### config.mk
export PLATFORM = sky130hd
export DESIGN_NAME = pwrseq_top
export DESIGN_NICKNAME = d
export VERILOG_FILES = /design/src/rtl/pwrseq_pkg.sv /design/src/rtl/pwrseq_sync.sv /design/src/rtl/pwrseq_timer.sv /design/src/rtl/pwrseq_fsm.sv /design/src/rtl/pwrseq_flag.sv /design/src/rtl/pwrseq_top.sv
export SDC_FILE = /design/constraint.sdc
export NUM_CORES = 1
export LEC_CHECK = 0
export ABC_AREA = 1
export ABC_CLOCK_PERIOD_IN_PS = 2000
export BUFFER_PORTS_ARGS = -buffer_cell sky130_fd_sc_hd__buf_2
export CAP_MARGIN = 20
export CORE_MARGIN = 2
export CORE_UTILIZATION = 51
export DETAILED_ROUTE_END_ITERATION = 8
export GPL_TIMING_DRIVEN = 0
export PLACE_DENSITY = 0.78
export SYNTH_ARGS = -nofsm -noshare
export SYNTH_HDL_FRONTEND = slang
export SYNTH_SLANG_ARGS = --single-unit
export TNS_END_PERCENT = 20
### constraint.sdc
create_clock -name clk -period 2 [get_ports clk]
set_clock_uncertainty 0.15 [all_clocks]
set_input_delay 0.1 -clock clk [delete_from_list [all_inputs] [get_ports clk]]
set_output_delay 0.1 -clock clk [all_outputs]
set_load 0.01 [all_outputs]
### src/rtl/pwrseq_pkg.sv
package pwrseq_pkg;
  typedef enum logic [1:0] {
    ST_HOLD   = 2'b00,
    ST_SETTLE = 2'b01,
    ST_RUN    = 2'b10
  } seq_state_e;

  localparam int unsigned CTL_W      = 8;
  localparam int unsigned CAUSE_BIT  = 7;
  localparam int unsigned ADDR_W     = 16;
  localparam logic [15:0] BOOT_VEC   = 16'h8000;
endpackage

### src/rtl/pwrseq_sync.sv
module pwrseq_sync #(
  parameter int unsigned STAGES = 2
) (
  input  logic clk,
  input  logic arst_n,
  input  logic d_async,
  output logic q_sync
);
  logic [STAGES-1:0] chain;

  always_ff @(posedge clk or negedge arst_n) begin
    if (!arst_n) chain <= '0;
    else         chain <= {chain[STAGES-2:0], d_async};
  end

  assign q_sync = chain[STAGES-1];
endmodule

### src/rtl/pwrseq_timer.sv
module pwrseq_timer #(
  parameter int unsigned WAIT_CYC = 10000
) (
  input  logic clk,
  input  logic arst_n,
  input  logic run,
  output logic done
);
  localparam int unsigned CW = $clog2(WAIT_CYC + 1);
  localparam logic [CW-1:0] LAST = CW'(WAIT_CYC - 1);

  logic [CW-1:0] cnt;

  always_ff @(posedge clk or negedge arst_n) begin
    if (!arst_n)  cnt <= '0;
    else if (run) cnt <= cnt + 1'b1;
    else          cnt <= '0;
  end

  assign done = run && (cnt == LAST);
endmodule

### src/rtl/pwrseq_fsm.sv
module pwrseq_fsm
  import pwrseq_pkg::*;
(
  input  logic       clk,
  input  logic       arst_n,
  input  logic       sok,
  input  logic       wait_done,
  output seq_state_e state
);
  seq_state_e nxt;

  always_comb begin
    nxt = state;
    unique case (state)
      ST_HOLD:   if (sok) nxt = ST_SETTLE;
      ST_SETTLE: begin
        if (!sok)          nxt = ST_HOLD;
        else if (wait_done) nxt = ST_RUN;
      end
      ST_RUN:    if (!sok) nxt = ST_HOLD;
      default:   nxt = ST_HOLD;
    endcase
  end

  always_ff @(posedge clk or negedge arst_n) begin
    if (!arst_n) state <= ST_HOLD;
    else         state <= nxt;
  end
endmodule

### src/rtl/pwrseq_flag.sv
module pwrseq_flag (
  input  logic clk,
  input  logic arst_n,
  input  logic set_i,
  input  logic clr_i,
  output logic flag
);
  always_ff @(posedge clk or negedge arst_n) begin
    if (!arst_n)    flag <= 1'b1;
    else if (set_i) flag <= 1'b1;
    else if (clr_i) flag <= 1'b0;
  end
endmodule

### src/rtl/pwrseq_top.sv
module pwrseq_top
  import pwrseq_pkg::*;
#(
  parameter int unsigned WAIT_CYC    = 10000,
  parameter int unsigned SYNC_STAGES = 2
) (
  input  logic        clk,
  input  logic        arst_n,
  input  logic        supply_ok,
  input  logic        cause_clr,
  output logic        core_clk_en,
  output logic        sys_rst,
  output logic [7:0]  ctl_image,
  output logic [15:0] start_addr,
  output logic [1:0]  seq_state
);
  logic       sok_s;
  logic       wait_done;
  logic       cause;
  seq_state_e state;

  pwrseq_sync #(.STAGES(SYNC_STAGES)) u_sync (
    .clk(clk), .arst_n(arst_n), .d_async(supply_ok), .q_sync(sok_s)
  );

  pwrseq_timer #(.WAIT_CYC(WAIT_CYC)) u_timer (
    .clk(clk), .arst_n(arst_n), .run(state == ST_SETTLE), .done(wait_done)
  );

  pwrseq_fsm u_fsm (
    .clk(clk), .arst_n(arst_n), .sok(sok_s), .wait_done(wait_done), .state(state)
  );

  pwrseq_flag u_flag (
    .clk(clk), .arst_n(arst_n), .set_i(state == ST_HOLD), .clr_i(cause_clr), .flag(cause)
  );

  assign core_clk_en = (state == ST_RUN);
  assign sys_rst     = (state != ST_RUN);
  assign seq_state   = state;
  assign start_addr  = BOOT_VEC;

  always_comb begin
    ctl_image            = '0;
    ctl_image[CAUSE_BIT] = cause;
  end
endmodule

==> flow_summary.toml, run 1 <==
[finish]
diodes = 0
drive_gt1_share_pct = 25.1
syn_to_final_growth_pct = 18.4
final_nets = 193
nFillCells = 192
design_area_sq_um = 1360
final_cell_mix = "26 x nand2_1, 24 x buf_4, 23 x conb_1"
final_common_cell = "nand2_1"

[timing]
post-route-min-period_ns = 1.57
maxSlewViolCount = 0
finalHoldViolations = 0
rsz0062_at_grt = "false"
hold_ws_ns = 0.101
setup_viol = 0
setup_tns_ns = 0
fmax_mhz = 638
finalCritPeriodShare_pct = 78.3

[route]
drc = 0
vias_per_cell = 4.32
antenna_left = 0
num_vias = 929
wl_per_cell_um = 9.78
drt-total-wl_mm = 2.10
dr.first_iter.drc_count = 24
dr.pass1.iters = 4

[floorplanning]
die_h_um = 51.4
io_pins = 32
core_region_area_sq_um = 2170
start_util_pct = 52.8
die_w_um = 51.4
die_area_sq_um = 2640
placementRows = 17

[worst_setup_path]
worstPathMaxFanout = 7
worst_path_largest_cell_delay_ns = 0.48
critPathTopFamily = "simple AND/OR/NAND/NOR gates"
cp_cell_sequence = "ha_1 > nand2_2 > nor2_4 > nand2_2 > nor2_2 > nand2_1 > nand2_1 > nor2_1"
crit_cells = 8
critical_path_class = "register to register"
path_buf_inv = 0
endpoint_kind = "register"
critical-path-slowest-cell = "dfrtp_1"
crit_arrival_ns = 1.62
required_ns = 2.06
cp-start-kind = "register"
rr_worst_depth = 8

[yosys]
ys_ff_latch = 19
avgSynthCellArea_sq_um = 7.58
synth_area_sq_um = 1140
seq_area_frac_synth_pct = 41.6
yosysWarnings = 0
synth_cell_type_count = 20
synth_cells = 151

[cts]
insertion_delay_ns = 0.30
cts.sinks = 19
cts_tree = "done"
cts_resized = 0
clk_pin_slew_ns = 0.10
htree_levels = 1
cts-buffers-inserted = 3
max-clock-path-buffers = 2
cts_root_buffer = "clkbuf_4"

[global_route]
grt_pass1_vias = 853
grt_overflow_total = 0
grtUsageMet2_pct = 31.6
gr-usage-met3_pct = 2.34
gr-usage-met1_pct = 20.4
grt_max_degree = 20
grtUsageTotal_pct = 17.5
grt_pass1_wl_mm = 3.46
antenna_found_initial = 0
grt-busiest-layer = "met2"

[job]
maxCapViolCount = 0

[pwr]
irDropWorstVdd_uv = 430
p_leak_nw = 0.702
power_density_nw_per_um2 = 511

[run_status]
status = "completed"

[worst_hold_path]
hold_class = "primary input to async pin"

[place]
io_buffers = 8
place_congestion = 0.871
postPlaceCellArea_sq_um = 1300
dp_hpwl_mm = 1.59
## worst paths after layout
check,from,end,slack (ns)
worst max-delay path,u_timer.cnt[0]$_DFF_PN0_,u_timer.cnt[12]$_DFF_PN0_,0.43
worst min-delay path,arst_n,u_timer.cnt[11]$_DFF_PN0_,0.10
worst max register to register,u_timer.cnt[0]$_DFF_PN0_,u_timer.cnt[12]$_DFF_PN0_,0.43
worst min register to register,u_sync.chain[0]$_DFF_PN0_,u_sync.chain[1]$_DFF_PN0_,0.22
max in group asynchronous,arst_n,u_flag.flag$_DFFE_PN1P_,1.27
min in group clk,u_sync.chain[0]$_DFF_PN0_,u_sync.chain[1]$_DFF_PN0_,0.22
## worst reg2reg max path: cells and delay by family, from the launching register on
kind	cells	cell delay [ns]
adders and majority gates	1	0.21
and+or+nand+nor	7	0.64
DFF	1	0.48
## logic make-up after synthesis
family                   Yosys count  share of synthesized area, %
buffers and inverters             46                          23.0
AO/OA/AOI/OAI                     16                          7.10
flip-flops                        19                          41.6
other                              2                         0.656
AND/OR/NAND/NOR                   67                          26.6
adder cells (fa/ha/maj)            1                          1.09
## per-layer routing
layer	up-vias	wire, um
li1	487	-
met2	27	1070
met1	410	863
met5	-	0
met4	0	43
met3	5	124
## power breakdown
group	switching, mW	internal (mW)	total (mW)	leakage [nW]
clock	0.117	0.0780	0.195	0.0150
sequential	0.00931	0.394	0.403	0.253
combinational	0.0484	0.0450	0.0934	0.435
total	0.175	0.517	0.692	0.702
## state kept, by name, summed over array words and instances, names as in the netlist
signal and count:
u_fsm.state 2, u_flag.flag 1, u_timer.cnt 14, u_sync.chain 2
## synth_stat cells, drive strengths merged
cell    n  share of area [%]
dfrtp  18                 39
nor2   27                 11
nand2  30                 11
inv    22                7.2
nor3    2               0.87
nand3   6                3.1
buf    24                 16
conb    2               0.66
a21oi   6                2.6
o21ai   9                3.9
dfstp   1                2.3
nand4   2                1.1
o22ai   1               0.55
ha      1                1.1
## timing repair
item | 4_1_cts | 5_1_grt
hold endpoints to repair | 21 | 0
buffers inserted | 0 | 0
hold buffers | 3 | 0
## stage by stage
step	setup WS [ns]	std cells	util (%)	total power, mW
2_1_floorplan	0.612	172	-	0.481
3_3_place_gp	0.486	208	59.9	0.497
6_report	0.434	215	62.5	0.692
3_5_place_dp	0.449	208	59.9	0.499
4_1_cts	0.433	215	62.5	0.696
5_1_grt	0.310	215	62.5	0.725
## cell type report
class | count | area, sq um | area share [%]
repair buffers | 11 | 70.1 | 5.17
well taps | 28 | 35.0 | 2.59
multi-input cells | 107 | 484 | 35.7
plain buffers | 24 | 180 | 13.3
flip-flops and latches | 19 | 477 | 35.2
clock buffers | 4 | 26.3 | 1.94
inverters | 22 | 82.6 | 6.09
Note: power is estimated with default switching activity, not from simulation.
==> run 2: changes to the inputs <==
Settings changed: ABC_CLOCK_PERIOD_IN_PS 2000 to 1300, CORE_UTILIZATION 51 to 46, PLACE_DENSITY 0.78 to 0.75.
Clock period 2 ns to 1.3 ns, I/O delays scaled along.
==> flow_summary.toml, run 2 (synthesis results as in run 1) <==
[timing]
hold_ws_ns = 0.0565
fmax_mhz = 714
maxSlewViolCount = 0
setup_slack_ns = -0.101
setup_tns_ns = -0.529
finalHoldViolations = 0
finalCritPeriodShare_pct = 108
post-route-min-period_ns = 1.40
rsz0062_at_grt = "true"
setup_viol = 11

[global_route]
grt_pass1_vias = 880
gr-usage-met1_pct = 19.7
grt-busiest-layer = "met2"
gr-usage-met3_pct = 3.33
antenna_found_initial = 0
grtUsageTotal_pct = 18.0
grt_pass1_wl_mm = 3.67
grt_overflow_total = 0
grt_max_degree = 20
grtUsageMet2_pct = 32.3

[finish]
syn_to_final_growth_pct = 25.8
reg.largest.list = "u_timer.cnt x14, u_fsm.state x2, u_sync.chain x2"
drive_gt1_share_pct = 31.9
final_cell_mix = "29 x buf_4, 26 x nand2_1, 23 x conb_1"
final_nets = 197
regMostFlops = "u_timer.cnt"
diodes = 0
design_area_sq_um = 1440
final-instance-count-excl-fill = 221
final_common_cell = "buf_4"
largest_reg_flops = 14
post-route-util_pct = 59.8

[worst_setup_path]
crit_arrival_ns = 1.47
required_ns = 1.37
endpoint_kind = "register"
timing.rr.end = "u_timer.cnt[12]$_DFF_PN0_"
rr_worst_depth = 8
worstPathMaxFanout = 4
r2r_slack_ns = -0.10
rr_startpoint = "u_timer.cnt[1]$_DFF_PN0_"
critical_path_class = "register to register"
cp-start-kind = "register"

[place]
io_buffers = 8
dp_cells = 210
postPlaceCellArea_sq_um = 1300
dp_hpwl_mm = 1.59
place_congestion = 0.867

[route]
wl_per_cell_um = 10.6
drc = 0
dr.first_iter.drc_count = 16
drt-total-wl_mm = 2.34
antenna_left = 0
num_vias = 982
vias_per_cell = 4.44
dr.pass1.iters = 4

[floorplanning]
core_region_area_sq_um = 2410
die_w_um = 53.9
start_util_pct = 47.5
placementRows = 18
io_pins = 32
die_area_sq_um = 2900
die_h_um = 53.9

[cts]
cts.sinks = 19
insertion_delay_ns = 0.32
htree_levels = 1
max-clock-path-buffers = 2
cts-buffers-inserted = 3
cts_root_buffer = "clkbuf_4"
cts_tree = "done"
clk_pin_slew_ns = 0.11

[pwr]
power_density_nw_per_um2 = 766
irDropWorstVdd_uv = 759
p_leak_nw = 0.745

[worst_hold_path]
hold_class = "primary input to async pin"

[run_status]
violations = "negative setup slack"
status = "complete, but fails checks"

[job]
maxCapViolCount = 0
[run 2: cell types whose count changed in the layout (fill, tap and decap cells not counted), sizes merged]
cell / change
buf: +4
[run 2: stage by stage]
stage	total power [mW]	worst slack (ns)
floorplan	0.739	-0.0885
global placement	0.764	-0.202
finish	1.10	-0.101
detailed placement	0.767	-0.225
CTS	1.09	-0.0829
global route	1.15	-0.198
[run 2: what timing repair did]
action                                  in CTS  in global routing
buffers inserted                             4                  0
hold buffers                                 3                  0
hold endpoints to repair                    21                  0
endpoints found under the setup margin      12                 18
pin swaps                                    3                  2
resized for setup                           11                  7
[run 2: how the worst max path moves through the flow]
stage / endpoint / slack, ns / cells after the start / from
after detailed placement: u_timer.cnt[12]$_DFF_PN0_ / -0.22 / 8 / u_timer.cnt[0]$_DFF_PN0_
final: u_timer.cnt[12]$_DFF_PN0_ / -0.10 / 8 / u_timer.cnt[1]$_DFF_PN0_
after global placement: u_timer.cnt[12]$_DFF_PN0_ / -0.20 / 8 / u_timer.cnt[0]$_DFF_PN0_
after floorplan: u_timer.cnt[10]$_DFF_PN0_ / -0.09 / 8 / u_timer.cnt[0]$_DFF_PN0_
after CTS: u_timer.cnt[12]$_DFF_PN0_ / -0.08 / 8 / u_timer.cnt[1]$_DFF_PN0_
after global routing: u_timer.cnt[12]$_DFF_PN0_ / -0.20 / 8 / u_timer.cnt[1]$_DFF_PN0_
[run 2: power breakdown]
| part | internal [mW] | switching, mW |
|---|---|---|
| logic | 0.0812 | 0.0833 |
| clock network | 0.120 | 0.198 |
| registers | 0.607 | 0.0140 |
[run 2: routing by layer]
layer  wire length (um)  vias to the layer above
met5                  0                        -
met4                 65                        0
met3                 92                        7
met2               1270                       24
met1                909                      455
li1                   -                      496
[run 2: area by class of cell]
cell class / instances / area, sq um
Inverter: 22 / 82.6
Multi-Input combinational cell: 107 / 529
Clock buffer: 4 / 26.3
Tap cell: 30 / 37.5
Buffer: 24 / 180
Sequential cell: 19 / 482
Fill cell: 210 / 970
Timing Repair Buffer: 15 / 103
[run 2: critical path: stages (launching register included)]
cell and delay, ns:
dfrtp_1 0.41, ha_4 0.16, nand2_4 0.06, nor2_4 0.15, nand2_4 0.08, nor2_4 0.10, nand2_1 0.06, nand2_1 0.06
nor2_1 0.05
==> run 3: changes to the inputs <==
Settings changed: CELL_PAD_IN_SITES_DETAIL_PLACEMENT set to 0, CELL_PAD_IN_SITES_GLOBAL_PLACEMENT set to 2, CORE_UTILIZATION 46 to 25, PLACE_DENSITY 0.75 to not set, PLACE_DENSITY_LB_ADDON set to 0.1.
==> flow_summary.toml, run 3 (synthesis results as in run 1) <==
[finish]
nFillCells = 485
diodes = 0
drive_gt1_share_pct = 33.3
design_area_sq_um = 1500
regArea_sq_um = 482
final_common_cell = "buf_4"
final_nets = 198
post-route-util_pct = 34.2
multi_input_area_sq_um = 538
regMostFlops = "u_timer.cnt"
final_cell_mix = "29 x buf_4, 26 x nand2_1, 23 x conb_1"
largest_reg_flops = 14
reg.largest.list = "u_timer.cnt x14, u_fsm.state x2, u_sync.chain x2"
syn_to_final_growth_pct = 31.1

[floorplanning]
start_util_pct = 26.1
die_w_um = 71.7
die_h_um = 71.7
core_region_area_sq_um = 4380
die_area_sq_um = 5140
io_pins = 32
placementRows = 24

[cts]
clk_pin_slew_ns = 0.08
max-clock-path-buffers = 2
cts.sinks = 19
cts_root_buffer = "clkbuf_8"
cts_tree = "done"
htree_levels = 1
cts-buffers-inserted = 3
insertion_delay_ns = 0.26

[global_route]
grt_overflow_total = 0
grtUsageTotal_pct = 11.0
grt_pass1_vias = 944
antenna_found_initial = 0
grt_pass1_wl_mm = 4.44
grt_max_degree = 20

[run_status]
status = "complete, but fails checks"
violations = "negative setup slack"

[route]
vias_per_cell = 3.94
num_vias = 961
wl_per_cell_um = 10.4
dr_wl_met3_um = 137
drt-total-wl_mm = 2.54
wl_met1_mm = 1.23
antenna_left = 0
drc = 0
met2_length_mm = 1.14
dr.pass1.iters = 7
routed.top_layer = "met4"
dr.first_iter.drc_count = 41

[pwr]
power_density_nw_per_um2 = 818
p_leak_nw = 0.770
irDropWorstVdd_uv = 473
finalPower_mw = 1.23

[worst_setup_path]
critPathTopFamily = "simple AND/OR/NAND/NOR gates"
endpoint_kind = "register"
startpoint = "u_timer.cnt[1]$_DFF_PN0_"
critical-path-slowest-cell = "dfrtp_1"
cp_cell_sequence = "ha_4 > nand2_4 > nor2_4 > nand2_4 > nor2_4 > nand2_1 > nand2_1 > nor2_1"
critical_path_class = "register to register"
r2r_slack_ns = -0.09
worst_path_largest_cell_delay_ns = 0.39
crit_arrival_ns = 1.40
path_buf_inv = 0
required_ns = 1.31
cp-start-kind = "register"
worstPathMaxFanout = 4
rr_startpoint = "u_timer.cnt[1]$_DFF_PN0_"

[timing]
finalHoldViolations = 0
finalCritPeriodShare_pct = 107
fmax_mhz = 719
post-route-min-period_ns = 1.39
setup_slack_ns = -0.0902
rsz0062_at_grt = "true"
hold_ws_ns = 0.125
setup_tns_ns = -0.312
setup_viol = 6
maxSlewViolCount = 0

[place]
io_buffers = 8
postPlaceCellArea_sq_um = 1330
dp_hpwl_mm = 1.92
place_congestion = 0.737

[job]
maxCapViolCount = 0

[worst_hold_path]
hold_class = "primary input to async pin"
run 3: cell types whose count changed in the layout (fill, tap and decap cells not counted), sizes merged:
cell	before	now
buf	36	37
clkbuf	4	3
clkinv	0	1
run 3: final timing paths:
check,endpoint,depth (start not counted)
min in group clk,u_sync.chain[1]$_DFF_PN0_,0
max in group asynchronous,u_flag.flag$_DFFE_PN1P_,2
worst min register to register,u_sync.chain[1]$_DFF_PN0_,0
worst min-delay path,u_timer.cnt[2]$_DFF_PN0_,2
worst max-delay path,u_timer.cnt[10]$_DFF_PN0_,8
worst max register to register,u_timer.cnt[10]$_DFF_PN0_,8
run 3: routing by layer:
layer | vias up | GRT usage, %
met5 | - | 0
met4 | 0 | 3.14
met3 | 4 | 2.67
met2 | 29 | 17.9
met1 | 428 | 14.4
li1 | 500 | -
run 3: layout make-up:
class | instances | area share [%]
buffer | 24 | 12.0
clock buffer | 3 | 2.75
clock inverter | 1 | 0.333
inverter | 22 | 5.50
multi-input combinational | 107 | 35.8
sequential | 19 | 32.1
tap | 52 | 4.33
timing repair buffer | 16 | 7.17
run 3: through the flow:
stage               setup slack [ns]  cells
global route                  -0.179    244
global placement              -0.318    232
floorplan                    -0.0885    172
CTS                          -0.0968    242
detailed placement            -0.311    232
finish                       -0.0902    244
run 3: repair_timing:
item	CTS	global route
setup endpoints to repair	12	16
gates resized for setup	8	11
hold buffers	3	0
pin swaps	1	3
buffers inserted	3	2
endpoints found under the hold margin	21	0
cloned	0	0
run 3: power by group:
part / leakage (nW) / switching [mW] / total (mW) / internal, mW
sequential: 0.247 / 0.0143 / 0.621 / 0.607
clock: 0.0255 / 0.221 / 0.435 / 0.214
combinational: 0.497 / 0.0874 / 0.173 / 0.0854
total: 0.770 / 0.323 / 1.23 / 0.906
run 3: worst reg2reg max path: stages, from the launching register on:
cell and delay (ns):
dfrtp_1 0.39, ha_4 0.16, nand2_4 0.06, nor2_4 0.16, nand2_4 0.09, nor2_4 0.12, nand2_1 0.06, nand2_1 0.05
nor2_1 0.04
